[config.mk]
export PLATFORM = sky130hd
export DESIGN_NAME = sync_burst_sram
export DESIGN_NICKNAME = d
export VERILOG_FILES = /design/src/rtl/sbs_pkg.sv /design/src/rtl/sbs_strobe_dec.sv /design/src/rtl/sbs_burst_addr.sv /design/src/rtl/sbs_lane_array.sv /design/src/rtl/sbs_out_stage.sv /design/src/rtl/sync_burst_sram.sv
export SDC_FILE = /design/constraint.sdc
export NUM_CORES = 1
export LEC_CHECK = 0
export ABC_AREA = 1
export BUFFER_PORTS_ARGS = -buffer_cell sky130_fd_sc_hd__buf_2
export CAP_MARGIN = 20
export CORE_AREA = 2 2 287 233
export DETAILED_ROUTE_END_ITERATION = 12
export DIE_AREA = 0 0 289 235
export RECOVER_POWER = 50
export SKIP_CTS_REPAIR_TIMING = 1
export SLEW_MARGIN = 20
export SYNTH_ARGS = -nofsm -noshare
export SYNTH_HDL_FRONTEND = slang
export SYNTH_HIERARCHICAL = 1
export SYNTH_SLANG_ARGS = --single-unit
[constraint.sdc]
create_clock -name clk -period 6.44 [get_ports clk]
set_clock_uncertainty 0.2 [all_clocks]
set_input_delay 0.644 -clock clk [delete_from_list [all_inputs] [get_ports clk]]
set_output_delay 0.644 -clock clk [all_outputs]
set_load 0.01 [all_outputs]
[src/rtl/sbs_pkg.sv]
package sbs_pkg;

   typedef enum logic [1:0] {
      SBS_IDLE  = 2'd0,
      SBS_READ  = 2'd1,
      SBS_WRITE = 2'd2
   } sbs_op_e;

   // width of one stored lane: data byte plus its parity bit
   function automatic int lane_bits(input int lane_w);
      return lane_w + 1;
   endfunction

endpackage

[src/rtl/sbs_strobe_dec.sv]
module sbs_strobe_dec (
   input  logic proc_strb_n,
   input  logic ctrl_strb_n,
   input  logic cs_a_n,
   input  logic cs_b_i,
   input  logic cs_c_n,
   output logic load_o,
   output logic proc_load_o,
   output logic cs_ok_o
);
   always_comb begin
      // processor strobe only counts when chip select A is active
      proc_load_o = ~proc_strb_n & ~cs_a_n;
      // controller strobe loads whenever the processor strobe did not
      load_o      = proc_load_o | ~ctrl_strb_n;
      cs_ok_o     = ~cs_a_n & cs_b_i & ~cs_c_n;
   end
endmodule

[src/rtl/sbs_burst_addr.sv]
module sbs_burst_addr #(
   parameter int ADDR_W = 4,
   parameter int CNT_W  = 2
) (
   input  logic              clk,
   input  logic              rst_n,
   input  logic              load_i,
   input  logic              step_i,
   input  logic [ADDR_W-1:0] addr_i,
   output logic [ADDR_W-1:0] eff_addr_o,
   output logic [CNT_W-1:0]  cnt_o
);
   localparam int HI_W = ADDR_W - CNT_W;

   logic [HI_W-1:0]  hi_q;
   logic [CNT_W-1:0] cnt_q;
   logic [CNT_W-1:0] cnt_nxt;
   logic [HI_W-1:0]  hi_nxt;

   always_comb begin
      if (load_i) begin
         cnt_nxt = addr_i[CNT_W-1:0];
         hi_nxt  = addr_i[ADDR_W-1:CNT_W];
      end else begin
         // linear order, wraps inside the aligned block
         cnt_nxt = step_i ? cnt_q + 1'b1 : cnt_q;
         hi_nxt  = hi_q;
      end
      eff_addr_o = {hi_nxt, cnt_nxt};
   end

   always_ff @(posedge clk or negedge rst_n) begin
      if (!rst_n) begin
         hi_q  <= '0;
         cnt_q <= '0;
      end else begin
         hi_q  <= hi_nxt;
         cnt_q <= cnt_nxt;
      end
   end

   assign cnt_o = cnt_q;
endmodule

[src/rtl/sbs_lane_array.sv]
module sbs_lane_array #(
   parameter int DEPTH       = 16,
   parameter int LANES       = 4,
   parameter int LANE_W      = 8,
   parameter bit ARRAY_RESET = 1'b1
) (
   input  logic                                  clk,
   input  logic                                  rst_n,
   input  logic [LANES-1:0]                      we_i,
   input  logic [$clog2(DEPTH)-1:0]              addr_i,
   input  logic [LANES*sbs_pkg::lane_bits(LANE_W)-1:0] wword_i,
   output logic [LANES*sbs_pkg::lane_bits(LANE_W)-1:0] rword_o
);
   localparam int LB = sbs_pkg::lane_bits(LANE_W);

   for (genvar k = 0; k < LANES; k++) begin : g_lane
      logic [LB-1:0] mem [DEPTH];

      if (ARRAY_RESET) begin : g_rst
         always_ff @(posedge clk or negedge rst_n) begin
            if (!rst_n) begin
               for (int i = 0; i < DEPTH; i++) mem[i] <= '0;
            end else if (we_i[k]) begin
               mem[addr_i] <= wword_i[k*LB +: LB];
            end
         end
      end else begin : g_norst
         always_ff @(posedge clk) begin
            if (we_i[k]) mem[addr_i] <= wword_i[k*LB +: LB];
         end
      end

      assign rword_o[k*LB +: LB] = mem[addr_i];
   end
endmodule

[src/rtl/sbs_out_stage.sv]
module sbs_out_stage #(
   parameter int WORD_W = 36
) (
   input  logic              clk,
   input  logic              rst_n,
   input  logic              fire_i,
   input  logic [WORD_W-1:0] word_i,
   input  logic              out_en_n,
   output logic [WORD_W-1:0] word_o,
   output logic              oe_o
);
   logic              vld_q;
   logic [WORD_W-1:0] word_q;

   always_ff @(posedge clk or negedge rst_n) begin
      if (!rst_n) begin
         vld_q  <= 1'b0;
         word_q <= '0;
      end else begin
         vld_q <= fire_i;
         if (fire_i) word_q <= word_i;
      end
   end

   assign word_o = word_q;
   assign oe_o   = vld_q & ~out_en_n;
endmodule

[src/rtl/sync_burst_sram.sv]
module sync_burst_sram #(
   parameter int DEPTH       = 16,
   parameter int LANES       = 4,
   parameter int LANE_W      = 8,
   parameter int CNT_W       = 2,
   parameter bit ARRAY_RESET = 1'b1
) (
   input  logic                      clk,
   input  logic                      rst_n,
   input  logic [$clog2(DEPTH)-1:0]  addr_i,
   input  logic                      cs_a_n,
   input  logic                      cs_b_i,
   input  logic                      cs_c_n,
   input  logic                      proc_strb_n,
   input  logic                      ctrl_strb_n,
   input  logic                      burst_adv_n,
   input  logic                      all_wr_n,
   input  logic                      lane_wr_en_n,
   input  logic [LANES-1:0]          lane_sel_n,
   input  logic                      out_en_n,
   input  logic [LANES*LANE_W-1:0]   wdata_i,
   input  logic [LANES-1:0]          wpar_i,
   output logic [LANES*LANE_W-1:0]   rdata_o,
   output logic [LANES-1:0]          rpar_o,
   output logic                      rd_oe_o
);
   import sbs_pkg::*;

   localparam int ADDR_W = $clog2(DEPTH);
   localparam int LB     = lane_bits(LANE_W);
   localparam int WORD_W = LANES * LB;

   if ((1 << ADDR_W) != DEPTH) begin : g_chk_depth
      $error("DEPTH must be a power of two");
   end
   if (CNT_W < 1 || ADDR_W <= CNT_W) begin : g_chk_cnt
      $error("CNT_W must be at least 1 and below the address width");
   end
   if (LANES < 1 || LANE_W < 1) begin : g_chk_lane
      $error("LANES and LANE_W must be positive");
   end

   logic              load;
   logic              proc_load;
   logic              cs_ok;
   logic              sel_q;
   logic              sel_nxt;
   logic              emerge;
   logic              step;
   logic [ADDR_W-1:0] eff_addr;
   logic [CNT_W-1:0]  cnt_lo;
   logic              wr_req;
   sbs_op_e           op;
   logic [LANES-1:0]  lane_we;
   logic [WORD_W-1:0] wword;
   logic [WORD_W-1:0] rword;
   logic [WORD_W-1:0] rword_q;
   logic              fire;

   sbs_strobe_dec u_dec (
      .proc_strb_n (proc_strb_n),
      .ctrl_strb_n (ctrl_strb_n),
      .cs_a_n      (cs_a_n),
      .cs_b_i      (cs_b_i),
      .cs_c_n      (cs_c_n),
      .load_o      (load),
      .proc_load_o (proc_load),
      .cs_ok_o     (cs_ok)
   );

   // selection state changes only on loads
   always_comb begin
      sel_nxt = load ? cs_ok : sel_q;
      emerge  = load & cs_ok & ~sel_q;
      step    = sel_q & ~burst_adv_n;
   end

   always_ff @(posedge clk or negedge rst_n) begin
      if (!rst_n) sel_q <= 1'b0;
      else        sel_q <= sel_nxt;
   end

   sbs_burst_addr #(
      .ADDR_W (ADDR_W),
      .CNT_W  (CNT_W)
   ) u_addr (
      .clk        (clk),
      .rst_n      (rst_n),
      .load_i     (load),
      .step_i     (step),
      .addr_i     (addr_i),
      .eff_addr_o (eff_addr),
      .cnt_o      (cnt_lo)
   );

   // cycle operation
   always_comb begin
      wr_req = ~all_wr_n | (~lane_wr_en_n & ~(&lane_sel_n));
      if (!sel_nxt)                 op = SBS_IDLE;
      else if (wr_req && !proc_load) op = SBS_WRITE;
      else                          op = SBS_READ;
      fire = (op == SBS_READ) & ~emerge;
   end

   for (genvar k = 0; k < LANES; k++) begin : g_pack
      assign lane_we[k] = (op == SBS_WRITE) &
                          (~all_wr_n | (~lane_wr_en_n & ~lane_sel_n[k]));
      assign wword[k*LB +: LB]       = {wpar_i[k], wdata_i[k*LANE_W +: LANE_W]};
      assign rdata_o[k*LANE_W +: LANE_W] = rword_q[k*LB +: LANE_W];
      assign rpar_o[k]                = rword_q[k*LB + LANE_W];
   end

   sbs_lane_array #(
      .DEPTH       (DEPTH),
      .LANES       (LANES),
      .LANE_W      (LANE_W),
      .ARRAY_RESET (ARRAY_RESET)
   ) u_array (
      .clk     (clk),
      .rst_n   (rst_n),
      .we_i    (lane_we),
      .addr_i  (eff_addr),
      .wword_i (wword),
      .rword_o (rword)
   );

   sbs_out_stage #(
      .WORD_W (WORD_W)
   ) u_out (
      .clk      (clk),
      .rst_n    (rst_n),
      .fire_i   (fire),
      .word_i   (rword),
      .out_en_n (out_en_n),
      .word_o   (rword_q),
      .oe_o     (rd_oe_o)
   );
endmodule

[After elaboration in Yosys (flattened, before gate mapping)]
Cells that the tools add are included.
Word-level totals
  word-level logic and storage cells: 141
  flip-flop bits (word level): 618
  output and inout bits: 37
  bits of input ports: 55
Operators by class
  equal/unequal tests: 2
  magnitude comparators: 2
  add/subtract/negate cells: 1
  bitwise logic cells: 39
  reductions and logical operators: 4
  muxes and demuxes: 24
Operators with widths (count)
  144-bit bitwise mux: 4
  9-bit binary-select mux with 4-bit select: 4
  9-bit 2-to-1 mux: 9
  9-bit demux with 4-bit select: 1
  1-bit AND: 17
  1-bit inverter: 15
  2-bit 2-to-1 mux: 5
  1-bit bitwise OR: 6
  5-bit >= comparator (second input constant): 1
  5-bit by 1-bit < comparator with 1-bit output (second input constant): 1
  4-bit inverter with 5-bit output: 1
  4-bit AND reduction: 1
  2-bit by 1-bit adder with 2-bit output (second input constant): 1
  2-bit by 1-bit == test with 1-bit output (second input constant): 1
  2-bit == test (second input constant): 1
  1-bit logical AND: 2
  1-bit zero test: 1
  1-bit 2-to-1 mux: 1

[Logic depth before layout (Yosys ltp)]
  depth in word-level cells: 10
  mapped depth: 19

[Modules after synthesis]
Netlist, hierarchy kept.
By module, submodules not included
  sbs_lane_array: sequential area each 14413.8 µm², area an instance 27234.9 µm², times used 1, cells an instance 3696
  sbs_out_stage: sequential area each 925.9 µm², area an instance 1451.4 µm², times used 1, cells an instance 155
  sbs_burst_addr: sequential area each 100.1 µm², area an instance 175.2 µm², times used 1, cells an instance 22
  sync_burst_sram: sequential area each 25.0 µm², area an instance 141.4 µm², times used 1, cells an instance 28
  sbs_strobe_dec: sequential area each 0.0 µm², area an instance 22.5 µm², times used 1, cells an instance 5

[Worst setup path before layout]
Ideal clock, no wire load.
  kind: input to register
  from: in cs_a_n
  to: reg u_array/g_lane[3].mem[106] (netlist bit)
  required time: 6.105 ns
  library setup time: 0.135 ns
  stages on the path: 11
  path slack: 3.737 ns
  data arrival time: 2.367 ns
  cells stage by stage: o21ai_1 > nand2_1 > o21ai_2 > nand3_2 > nor2_1 > buf_2 > buf_2 > nand2_1 > clkbuf_1 > nand2_1 > o21ai_0
On the way
  elaborated cells on any way between the ends: 21
RTL lines
  start: declaration: RTL line sync_burst_sram.sv:11  | input logic cs_a_n,
  1-bit inverter (*): RTL line sbs_strobe_dec.sv:13, sbs_strobe_dec.sv:16
  1-bit AND, on equally long branches: RTL line sbs_strobe_dec.sv:16, sbs_strobe_dec.sv:13
  1-bit AND / 1-bit bitwise OR (equally long branches): RTL line sbs_strobe_dec.sv:16, sbs_strobe_dec.sv:15
  1-bit 2-to-1 mux (*): RTL line sync_burst_sram.sv:73  | sel_nxt = load ? cs_ok : sel_q;
  via sel_nxt: RTL line sync_burst_sram.sv:47  | logic sel_nxt;
  2-bit 2-to-1 mux (*): RTL line sync_burst_sram.sv:99  | if (!sel_nxt) op = SBS_IDLE;
  2-bit == test (*): RTL line sync_burst_sram.sv:106  | assign lane_we[k] = (op == SBS_WRITE) &
  1-bit AND (*): RTL line sync_burst_sram.sv:106
  via lane_we[3]: RTL line sync_burst_sram.sv:54  | logic [LANES-1:0] lane_we;
  end signal: indexed assignment: RTL line sbs_lane_array.sv:24  | mem[addr_i] <= wword_i[k*LB +: LB];
  end: declaration: RTL line sbs_lane_array.sv:17  | logic [LB-1:0] mem [DEPTH];
Mark *: on every way through the listed nets, which the timed path passes. The rest lies on a longest branch.
A chain may end at the register's enable or synchronous reset.

==> out/qor.txt <==
global route total overflow -> 0
Arr. time, crit path -> 4050 ps
# IOs -> 92
layout cell share with drive strength beyond 1 -> 0.0665
Rel. slew slack -> -0.994
Avg Cell Area, Syn -> 7.43 um^2
Nets -> 3,918
Reg clk slew, reported paths -> 60 ps
Hold WC Path Type -> in2reg
setup TNS -> 0 ps
clock latency on the worst-skew pair -> 600 ps
die height -> 235 um
Initial Util -> 0.447
Final ANT Viol Nets -> 0
Final Cell Area -> 31,900 um^2
mean routed wirelength per cell -> 17.5 um
drt drc -> 0
complex-gate fraction of the synthesized area -> 0.101
FILL cells -> 6,586
post-synthesis simple-gate area fraction -> 0.315
RSZ-0062 raised after global routing -> false
slowest CP cell -> clkbuf_2
Max IR drop VDD -> 237 uV
Multi-input gate area -> 12,100 um^2
leakage -> 16.6 nW
Vias -> 24.2k
final hold violation count -> 0
dpl hpwl -> 49,300 um
fin util -> 0.491
leading cell types in the layout, fill and taps excluded -> nand2_1, dfrtp_1, o21ai_1
syn nets -> 3,961
period utilization -> 0.653
drt pass-1 iters -> 5
cts bufs inserted -> 66
area of the core -> 65,000 um^2
Worst Path Buf+Inv -> 3
CP Max Fanout -> 115
number of cell rows -> 84
Synth Register Bits -> 618
largest net degree at the start of global routing -> 192
Pwr per Cell Area -> 299 nW/um^2
WS Path Type -> in2async
clk sinks -> 618
total die area -> 67,900 um^2
Synth cell types -> 23
global-route usage over all layers -> 0.251
synthesis-to-finish area growth -> 9.77%
crit-path leading delay family -> buffers and inverters
register area -> 15,500 um^2
worst slew pin tran -> 2990 ps
warnings from Yosys -> 6
CP required -> 6280 ps
Pwr Total -> 0.00953 W
WP depth -> 3
commonest non-fill, non-tap cell in the layout -> nand2_1
R2R cell count -> 10
GP Congestion -> 0.800
Min-Delay Path Depth -> 4
Post-Synthesis Cells -> 3,906
vias per inst -> 5.07
crit-path cells -> dlygate4sd3_1, buf_8, clkbuf_2
Max Freq -> 238 MHz
initial antenna violation count -> 3
H-tree Lvls -> 3
crit start category -> input pin
outcome -> finished, violations left
clk buf depth -> 3
routed wire length -> 83,500 um
Final Setup Violations -> 0
Initial DRC Count -> 1,991
Period minus WS final -> 4210 ps
Post-Synth XOR/XNOR Area -> 0
adder-cell share of the synthesized area -> 0
first-pass GRT wire length -> 134,000 um
largest family of logic cells by synthesized area -> simple AND/OR/NAND/NOR gates
failing checks -> max-capacitance violations, max-slew violations
Post-DP Area -> 29,800 um^2
final slew viol count -> 116
mapped cell area -> 29,000 um^2
Crit. End Element -> asynchronous set/reset pin
Max Cap Viol -> 1
Die Span X -> 289 um
vias in the first global route -> 23.1k
register area share after synthesis -> 0.533
max incr delay on CP -> 2170 ps
multiplexer area fraction after synthesis -> 0
CTS tree -> done
clock root buffer -> clkbuf_16
IO buf count -> 91
-- stage by stage --
step / cells / worst slack (ps) / hold WS, ps
CTS: 4767 / 2680 / -126
finish: 4769 / 2230 / 149
global route: 4768 / 1570 / 155
detailed placement: 4654 / 2140 / 259
global placement: 4654 / 2190 / 258
floorplan: 3906 / 3740 / 148
-- cells by family after synthesis --
group | count (synthesis)
buf+inv | 349
compound gates | 582
simple gates | 2357
flops | 618
-- layout make-up --
cell class,count,share of cell area
clock buffers,106,0.0640
well taps,860,0.0338
flip-flops and latches,618,0.485
diodes,1,0.0000785
inverters,126,0.0155
repair buffers,112,0.0200
clock inverters,7,0.00200
multi-input cells,2939,0.379
-- Yosys cell counts --
cell type	count	area (um^2)
nand2_1	2251	8450
dfrtp_1	618	15500
o21ai_1	363	1820
o21ai_0	216	1080
inv_1	117	439
clkbuf_1	93	349
buf_2	90	450
nand2_2	67	419
buf_1	30	113
nor2_1	16	60.1
nor2_4	12	135
buf_4	6	45.0
inv_2	5	18.8
nor2_2	5	31.3
buf_6	3	33.8
clkinv_1	3	11.3
nand2_4	3	33.8
nand3_1	2	10.0
o21ai_2	2	17.5
a21oi_1	1	5.00
buf_12	1	20.0
inv_8	1	11.3
nand3_2	1	10.0
-- registers in the layout, summed over array words and instances, names as in the netlist --
signal and flops:
sel_q 1, u_out/vld_q 1, u_addr/cnt_o 2, u_array/g_lane.mem 576, u_addr/hi_q 2, u_out/word_o 36
-- power by group --
| part | internal [W] | leakage (nW) | switching [W] |
|---|---|---|---|
| Sequential | 0.00429 | 8.48 | 0.000225 |
| Clock | 0.00220 | 1.03 | 0.00155 |
| Combinational | 0.000382 | 7.08 | 0.000889 |
| Total | 0.00687 | 16.6 | 0.00266 |
-- metal layers --
metal  GRT usage  part of all wire
met1       0.379              0.48
met2       0.366              0.42
met3      0.0503             0.070
met4      0.0614             0.021
met5     0.00786            0.0011
-- worst register-to-register path: stages (launching register included) --
cell	delay, ps
dfrtp_1	350
inv_1	70
nor2_1	190
nor2_1	110
o21ai_4	590
buf_12	610
nand2_2	540
nor2_4	390
nand2_2	360
nand2_1	150
o21ai_1	70
-- worst paths after layout --
kind | start | endpoint | slack, ps
max in group clk | cs_a_n | u_out/word_o[14] | 2310
min in group asynchronous | rst_n | u_array/g_lane[2].mem[117] | 440
hold / removal | cs_c_n | sel_q | 150
setup reg to reg | sel_q | u_array/g_lane[2].mem[21] | 2660
hold reg to reg | u_out/word_o[34] | u_out/word_o[34] | 270
setup / recovery | rst_n | u_array/g_lane[0].mem[0] | 2230
Power figures use the tool's default switching activity.
